File: src/rtl/ssp_pkg.sv
package ssp_pkg;
  localparam int FRAME_BITS_DEF = 8;
  localparam int DIV_W_DEF      = 8;
  localparam int SYNC_DEPTH_DEF = 2;

  typedef enum logic {
    ROLE_SLAVE  = 1'b0,
    ROLE_MASTER = 1'b1
  } role_e;
endpackage

File: src/rtl/ssp_sync.sv
module ssp_sync #(
  parameter int              WIDTH   = 2,
  parameter int              STAGES  = 2,
  parameter logic [WIDTH-1:0] RST_VAL = '1
) (
  input  logic             clk,
  input  logic             rst_n,
  input  logic [WIDTH-1:0] d,
  output logic [WIDTH-1:0] q
);
  logic [WIDTH-1:0] stg_q [STAGES];

  for (genvar s = 0; s < STAGES; s++) begin : g_stage
    if (s == 0) begin : g_first
      always_ff @(posedge clk or negedge rst_n) begin
        if (!rst_n) stg_q[s] <= RST_VAL;
        else        stg_q[s] <= d;
      end
    end else begin : g_rest
      always_ff @(posedge clk or negedge rst_n) begin
        if (!rst_n) stg_q[s] <= RST_VAL;
        else        stg_q[s] <= stg_q[s-1];
      end
    end
  end

  assign q = stg_q[STAGES-1];
endmodule

File: src/rtl/ssp_clkgen.sv
module ssp_clkgen #(
  parameter int DIV_W = 8
) (
  input  logic             clk,
  input  logic             rst_n,
  input  logic             run,
  input  logic [DIV_W-1:0] half,
  output logic             sclk_q,
  output logic             fall_stb,
  output logic             rise_stb
);
  logic [DIV_W-1:0] cnt_q, cnt_d;
  logic [DIV_W-1:0] half_eff;
  logic             sclk_d;
  logic             wrap;

  assign half_eff = (half == '0) ? DIV_W'(1) : half;
  assign wrap     = run && (cnt_q == half_eff - DIV_W'(1));
  assign fall_stb = wrap & sclk_q;
  assign rise_stb = wrap & ~sclk_q;

  always_comb begin
    cnt_d  = cnt_q;
    sclk_d = sclk_q;
    if (!run) begin
      cnt_d  = '0;
      sclk_d = 1'b1;
    end else if (wrap) begin
      cnt_d  = '0;
      sclk_d = ~sclk_q;
    end else begin
      cnt_d  = cnt_q + DIV_W'(1);
    end
  end

  always_ff @(posedge clk or negedge rst_n) begin
    if (!rst_n) begin
      cnt_q  <= '0;
      sclk_q <= 1'b1;
    end else begin
      cnt_q  <= cnt_d;
      sclk_q <= sclk_d;
    end
  end
endmodule

File: src/rtl/ssp_shifter.sv
module ssp_shifter #(
  parameter int BITS = 8,
  localparam int CW  = (BITS > 1) ? $clog2(BITS) : 1
) (
  input  logic            clk,
  input  logic            rst_n,
  input  logic            load,
  input  logic [BITS-1:0] load_data,
  input  logic            fall,
  input  logic            rise,
  input  logic            abort,
  input  logic            ser_in,
  output logic            out_bit,
  output logic            last_rise,
  output logic [BITS-1:0] rx_word,
  output logic [CW-1:0]   bit_cnt
);
  logic [BITS-1:0] shreg_q, shreg_d;
  logic [BITS-1:0] rx_d;
  logic [CW-1:0]   cnt_d;
  logic            out_d;
  logic            at_last;

  assign at_last   = (bit_cnt == CW'(BITS - 1));
  assign last_rise = rise & ~abort & at_last;

  always_comb begin
    shreg_d = shreg_q;
    rx_d    = rx_word;
    cnt_d   = bit_cnt;
    out_d   = out_bit;
    if (abort) begin
      cnt_d = '0;
    end else if (load) begin
      shreg_d = load_data;
      cnt_d   = '0;
    end else begin
      if (fall) begin
        out_d = shreg_q[0];
      end
      if (rise) begin
        shreg_d = {ser_in, shreg_q[BITS-1:1]};
        if (at_last) begin
          cnt_d = '0;
          rx_d  = {ser_in, shreg_q[BITS-1:1]};
        end else begin
          cnt_d = bit_cnt + CW'(1);
        end
      end
    end
  end

  always_ff @(posedge clk or negedge rst_n) begin
    if (!rst_n) begin
      shreg_q <= '0;
      rx_word <= '0;
      bit_cnt <= '0;
      out_bit <= 1'b1;
    end else begin
      shreg_q <= shreg_d;
      rx_word <= rx_d;
      bit_cnt <= cnt_d;
      out_bit <= out_d;
    end
  end
endmodule

File: src/rtl/ssp_ctrl.sv
module ssp_ctrl (
  input  logic clk,
  input  logic rst_n,
  input  logic master,
  input  logic sel_en,
  input  logic sel_s,
  input  logic err_clr,
  input  logic tx_start,
  input  logic last_rise,
  output logic err_q,
  output logic busy_q,
  output logic fault,
  output logic start_ok
);
  logic err_d, busy_d;

  assign fault    = master & sel_en & ~sel_s;
  assign start_ok = master & tx_start & ~busy_q & ~err_q & ~fault;

  always_comb begin
    err_d = err_q;
    if (fault)                err_d = 1'b1;
    else if (err_clr & sel_s) err_d = 1'b0;
  end

  always_comb begin
    busy_d = busy_q;
    if (fault | ~master) busy_d = 1'b0;
    else if (start_ok)   busy_d = 1'b1;
    else if (last_rise)  busy_d = 1'b0;
  end

  always_ff @(posedge clk or negedge rst_n) begin
    if (!rst_n) begin
      err_q  <= 1'b0;
      busy_q <= 1'b0;
    end else begin
      err_q  <= err_d;
      busy_q <= busy_d;
    end
  end
endmodule

File: src/rtl/sync_serial_port.sv
module sync_serial_port
  import ssp_pkg::*;
#(
  parameter int FRAME_BITS = FRAME_BITS_DEF,
  parameter int DIV_W      = DIV_W_DEF,
  parameter int SYNC_DEPTH = SYNC_DEPTH_DEF
) (
  input  logic                  clk,
  input  logic                  rst_n,
  input  logic                  cfg_master,
  input  logic                  cfg_sel_en,
  input  logic                  cfg_irq_src,
  input  logic [DIV_W-1:0]      cfg_half,
  input  logic                  err_clr,
  input  logic                  tx_start,
  input  logic [FRAME_BITS-1:0] tx_data,
  output logic [FRAME_BITS-1:0] rx_data,
  output logic                  tx_done,
  output logic                  irq,
  output logic                  busy,
  output logic                  mode_err,
  input  logic                  sclk_i,
  output logic                  sclk_o,
  output logic                  sclk_oe,
  input  logic                  sel_i,
  input  logic                  ser_in,
  output logic                  ser_out,
  output logic                  ser_out_oe
);
  localparam int CNT_W = (FRAME_BITS > 1) ? $clog2(FRAME_BITS) : 1;

  role_e            role;
  logic             sel_s, sclk_s, sclk_prev_q;
  logic             slave_act, s_fall, s_rise;
  logic             m_run, m_sclk, m_fall, m_rise;
  logic             fall, rise;
  logic             err_q, busy_q, fault, start_ok;
  logic             slave_load, load;
  logic             last_rise;
  logic             out_bit;
  logic [CNT_W-1:0] bit_cnt;
  logic             tx_done_d, irq_d;

  assign role = cfg_master ? ROLE_MASTER : ROLE_SLAVE;

  ssp_sync #(
    .WIDTH   (2),
    .STAGES  (SYNC_DEPTH),
    .RST_VAL (2'b11)
  ) u_sync (
    .clk   (clk),
    .rst_n (rst_n),
    .d     ({sel_i, sclk_i}),
    .q     ({sel_s, sclk_s})
  );

  always_ff @(posedge clk or negedge rst_n) begin
    if (!rst_n) sclk_prev_q <= 1'b1;
    else        sclk_prev_q <= sclk_s;
  end

  assign slave_act = (role == ROLE_SLAVE) & (~cfg_sel_en | ~sel_s);
  assign s_fall    = slave_act & sclk_prev_q & ~sclk_s;
  assign s_rise    = slave_act & ~sclk_prev_q & sclk_s;

  assign m_run = busy_q & (role == ROLE_MASTER);

  ssp_clkgen #(.DIV_W(DIV_W)) u_clkgen (
    .clk      (clk),
    .rst_n    (rst_n),
    .run      (m_run),
    .half     (cfg_half),
    .sclk_q   (m_sclk),
    .fall_stb (m_fall),
    .rise_stb (m_rise)
  );

  assign fall = (role == ROLE_MASTER) ? m_fall : s_fall;
  assign rise = (role == ROLE_MASTER) ? m_rise : s_rise;

  ssp_ctrl u_ctrl (
    .clk       (clk),
    .rst_n     (rst_n),
    .master    (role == ROLE_MASTER),
    .sel_en    (cfg_sel_en),
    .sel_s     (sel_s),
    .err_clr   (err_clr),
    .tx_start  (tx_start),
    .last_rise (last_rise),
    .err_q     (err_q),
    .busy_q    (busy_q),
    .fault     (fault),
    .start_ok  (start_ok)
  );

  assign slave_load = (role == ROLE_SLAVE) & tx_start & (bit_cnt == '0) & ~s_fall & ~s_rise;
  assign load       = start_ok | slave_load;

  ssp_shifter #(.BITS(FRAME_BITS)) u_shift (
    .clk       (clk),
    .rst_n     (rst_n),
    .load      (load),
    .load_data (tx_data),
    .fall      (fall),
    .rise      (rise),
    .abort     (fault),
    .ser_in    (ser_in),
    .out_bit   (out_bit),
    .last_rise (last_rise),
    .rx_word   (rx_data),
    .bit_cnt   (bit_cnt)
  );

  assign tx_done_d = last_rise & ~fault;
  assign irq_d     = cfg_irq_src ? tx_done_d : load;

  always_ff @(posedge clk or negedge rst_n) begin
    if (!rst_n) begin
      tx_done <= 1'b0;
      irq     <= 1'b0;
    end else begin
      tx_done <= tx_done_d;
      irq     <= irq_d;
    end
  end

  assign mode_err   = err_q;
  assign busy       = (role == ROLE_MASTER) ? busy_q : (bit_cnt != '0);
  assign sclk_o     = (role == ROLE_MASTER) ? (m_sclk | ~busy_q) : 1'b1;
  assign sclk_oe    = (role == ROLE_MASTER) & ~err_q;
  assign ser_out    = out_bit;
  assign ser_out_oe = (role == ROLE_MASTER) ? ~err_q : (~cfg_sel_en | ~sel_s);
endmodule

File: config.mk
export PLATFORM = sky130hd
export DESIGN_NAME = sync_serial_port
export DESIGN_NICKNAME = d
export VERILOG_FILES = /design/src/rtl/ssp_pkg.sv /design/src/rtl/ssp_sync.sv /design/src/rtl/ssp_clkgen.sv /design/src/rtl/ssp_shifter.sv /design/src/rtl/ssp_ctrl.sv /design/src/rtl/sync_serial_port.sv
export SDC_FILE = /design/constraint.sdc
export NUM_CORES = 1
export LEC_CHECK = 0
export ABC_AREA = 1
export ABC_CLOCK_PERIOD_IN_PS = 2000
export BUFFER_PORTS_ARGS = -buffer_cell sky130_fd_sc_hd__buf_2
export CAP_MARGIN = 0
export CORE_ASPECT_RATIO = 1.5
export CORE_MARGIN = 5
export CORE_UTILIZATION = 55
export DETAILED_ROUTE_END_ITERATION = 12
export PLACE_DENSITY = 0.8
export RECOVER_POWER = 50
export SLEW_MARGIN = 20
export SYNTH_ARGS = -nofsm -noshare
export SYNTH_HDL_FRONTEND = slang
export SYNTH_SLANG_ARGS = --single-unit
export TNS_END_PERCENT = 10
File: constraint.sdc
create_clock -name clk -period 2 [get_ports clk]
set_input_delay 0.1 -clock clk [delete_from_list [all_inputs] [get_ports clk]]
set_output_delay 0.1 -clock clk [all_outputs]
set_load 0.05 [all_outputs]
==> flow_summary.toml <==
[timing]
fin_ws_ns = 0.262
drv_slew = 0
fin_crit_ns = 1.74
hold_viol_final = 0
worst_pin_slew_ns = 0.913
grt_setup_unrepaired = "no"
holdWs_ns = 0.0226
skew_ns = 0.00857
setup_viol = 0
max_freq_ghz = 0.575
relSlewSlack = 0.392
final.setup.tns_ns = 0
finalCritPeriodShare = 0.869

[power_and_ir_drop]
switching_share = 0.301
power_density_nw_per_um2 = 778
power.share.clock = 0.325
peakVddDrop_uv = 693
p_sw_uw = 610
intPower_mw = 1.42
power_frac_seq = 0.461
p_total_mw = 2.03
leakage_nw = 1.42
comb_power_share = 0.215

[floorplan]
die_x_um = 60.7
coreArea_um2 = 3680
initial_core_util = 0.575
fp.dieH_um = 86.0
rows = 27
io_pins = 42
die_area_um2 = 5220

[detailed_routing]
drt_wl_total_um = 4510
wl_per_cell_um = 11.8
num_vias = 1905
first_pass_iters = 4
drtAntennaViolNets = 0
drtIter0Drc = 72
routed_via_density = 4.99
route.detailed.drc = 0

[finish]
final_area_um2 = 2610
diodes = 0
multi_input_area_um2 = 1000
syn_to_final_growth_pct = 23.1
num-fill-cells = 305
ff_latch_area_um2 = 960
final_common_cell = "nand2_1"
layout_common_cells = "nand2_1 (89), inv_1 (35), nand3_1 (31), dfrtp_1 (31), buf_2 (29)"
drive_above_1_share = 0.233
utilization = 0.708
final_cells = 382
fin_nets = 370

[placed_design]
port_buffers = 41
dp.cells = 371
pre_cts_slack_ns = -0.0753
placed_cell_area_um2 = 2470
finalWeightedCongestion = 0.815
place_hpwl_um = 3500

[grt]
grt_max_degree = 39
grt_pass1_wl_um = 7980
grt.overflow.total = 0
grt_pass1_vias = 2000
antenna_found_initial = 0
grt_usage = 0.201

[min_path]
hp-class = "primary input to flop"
whs_path_depth = 2
holdPathEnd = "irq$_DFF_PN0_"
worstHoldStart = "cfg_irq_src"

[cts]
cts_made_buffers = 5
clk_path_buf_depth = 2
cts_root_buffer = "clkbuf_8"
clock_latency_ns = 0.29
clk_pin_slew_worst_paths_ns = 0.07
cts_tree = "yes"
cts.sinks = 38
htreeDepth = 2
post_cts_buffers = 0

[synthesis]
yosysSeqAreaShare = 0.453
async_flop_share = 1.00
synth_edf_count = 0
synth.cell_area_um2 = 2120
ys_seq_elements = 38
synth.distinct_cells = 29
syn_inst = 276
ys_warn_count = 0
avgSynthCellArea_um2 = 7.67
ys.flop_type = "dfrtp_1"
synth_nets = 307

[critical_path]
critPathSlowestCell = "ha_1"
r2r-start = "u_clkgen.cnt_q[3]$_DFF_PN0_"
start_kind = "primary input"
crit_required_ns = 2.16
reg2regPathDepth = 11
reg2reg_slack_ns = 0.27
crit_top_cell = "nand2_1"
worstSetupPathType = "primary input to flop"
cp-end-kind = "flop"
cp_max_fo = 13
reg2reg_to = "u_shift.rx_word[5]$_DFFE_PN0P_"
critPathMaxStageDelay_ns = 0.30
critical_path_arrival_ns = 1.90
path_cells = "buf_2, inv_1, nand2_2, nor2_4, a21oi_2, ha_1, xor2_1, nand2_1, nor2_1, nand2_1, nor2_4, nand4_4, nand2_4, nand2_4, nand2_1, o21ai_0"

[run]
max-cap-violations = 0

[status]
outcome = "finished clean"
[state kept, by name, summed over array words and instances, names as in the netlist]
name,count
u_shift.out_bit,1
u_shift.bit_cnt,3
u_clkgen.cnt_q,8
tx_done,1
u_shift.shreg_q,8
u_shift.rx_word,8
sclk_prev_q,1
u_clkgen.sclk_q,1
u_sync.q,2
irq,1
u_ctrl.err_q,1
u_sync.stg_q,2
u_ctrl.busy_q,1
[Yosys cell counts (3+ instances only)]
cell / instances / share of area
a21oi_1: 4 / 0.0095
dfrtp_1: 31 / 0.37
dfstp_2: 7 / 0.087
ha_1: 5 / 0.030
inv_1: 35 / 0.062
inv_2: 3 / 0.0053
nand2_1: 89 / 0.16
nand2_2: 4 / 0.012
nand3_1: 31 / 0.073
nand4_1: 5 / 0.015
nor2_1: 30 / 0.053
o21ai_0: 7 / 0.017
xor2_1: 3 / 0.012
[cell type report]
| type | count | share of cell area |
|---|---|---|
| multi-input cells | 197 | 0.384 |
| flip-flops and latches | 38 | 0.368 |
| repair buffers | 59 | 0.129 |
| inverters | 38 | 0.0547 |
| clock buffers | 6 | 0.0317 |
| well taps | 43 | 0.0206 |
| clock inverters | 1 | 0.0115 |
[power groups by stage]
stage / registers [mW] / clock network [mW] / logic [mW]
after global placement: 0.944 / 0 / 0.423
after floorplan: 0.973 / 0 / 0.258
final: 0.934 / 0.658 / 0.435
after CTS: 0.933 / 0.680 / 0.443
after global routing: 0.945 / 0.715 / 0.500
after detailed placement: 0.945 / 0 / 0.431
[repair_timing]
item                       4_1_cts  5_1_grt
hold endpoints to repair        34        0
setup endpoints to repair        0        2
gates resized for setup          0        2
hold buffers                     4        0
[per-layer routing]
layer | vias up | routed length (um) | part of all wire | GRT usage
li1 | 987 | - | - | -
met1 | 868 | 1740 | 0.39 | 0.205
met2 | 41 | 2450 | 0.54 | 0.370
met3 | 9 | 209 | 0.046 | 0.0467
met4 | 0 | 106 | 0.024 | 0.0868
met5 | - | 0 | 0 | 0
[worst max-delay path: cells and delay by family]
kind | cells | cell delay, ns
adder cells (fa/ha/maj) | 1 | 0.30
XOR/XNOR | 1 | 0.15
AND/OR/NAND/NOR | 10 | 1.02
buffers and inverters | 2 | 0.17
AO/OA/AOI/OAI | 2 | 0.15
[logic make-up after synthesis]
family                   Yosys count  synth area share
AND/OR/NAND/NOR                  172             0.371
adder cells (fa/ha/maj)            5            0.0296
XOR/XNOR                           6            0.0284
flip-flops                        38             0.453
AO/OA/AOI/OAI                     14            0.0420
buffers and inverters             41            0.0762
[worst max-delay path by stage]
| stage | slack, ns | end | from |
|---|---|---|---|
| finish | 0.26 | u_shift.rx_word[5]$_DFFE_PN0P_ | cfg_half[4] |
| global route | 0.04 | u_shift.rx_word[5]$_DFFE_PN0P_ | cfg_half[5] |
| CTS | 0.23 | u_shift.rx_word[5]$_DFFE_PN0P_ | cfg_half[2] |
| detailed placement | -0.08 | u_shift.rx_word[6]$_DFFE_PN0P_ | cfg_half[2] |
| global placement | 0.03 | u_shift.rx_word[5]$_DFFE_PN0P_ | cfg_half[4] |
| floorplan | 0.09 | u_shift.rx_word[0]$_DFFE_PN0P_ | cfg_half[2] |
Power figures use the tool's default switching activity.
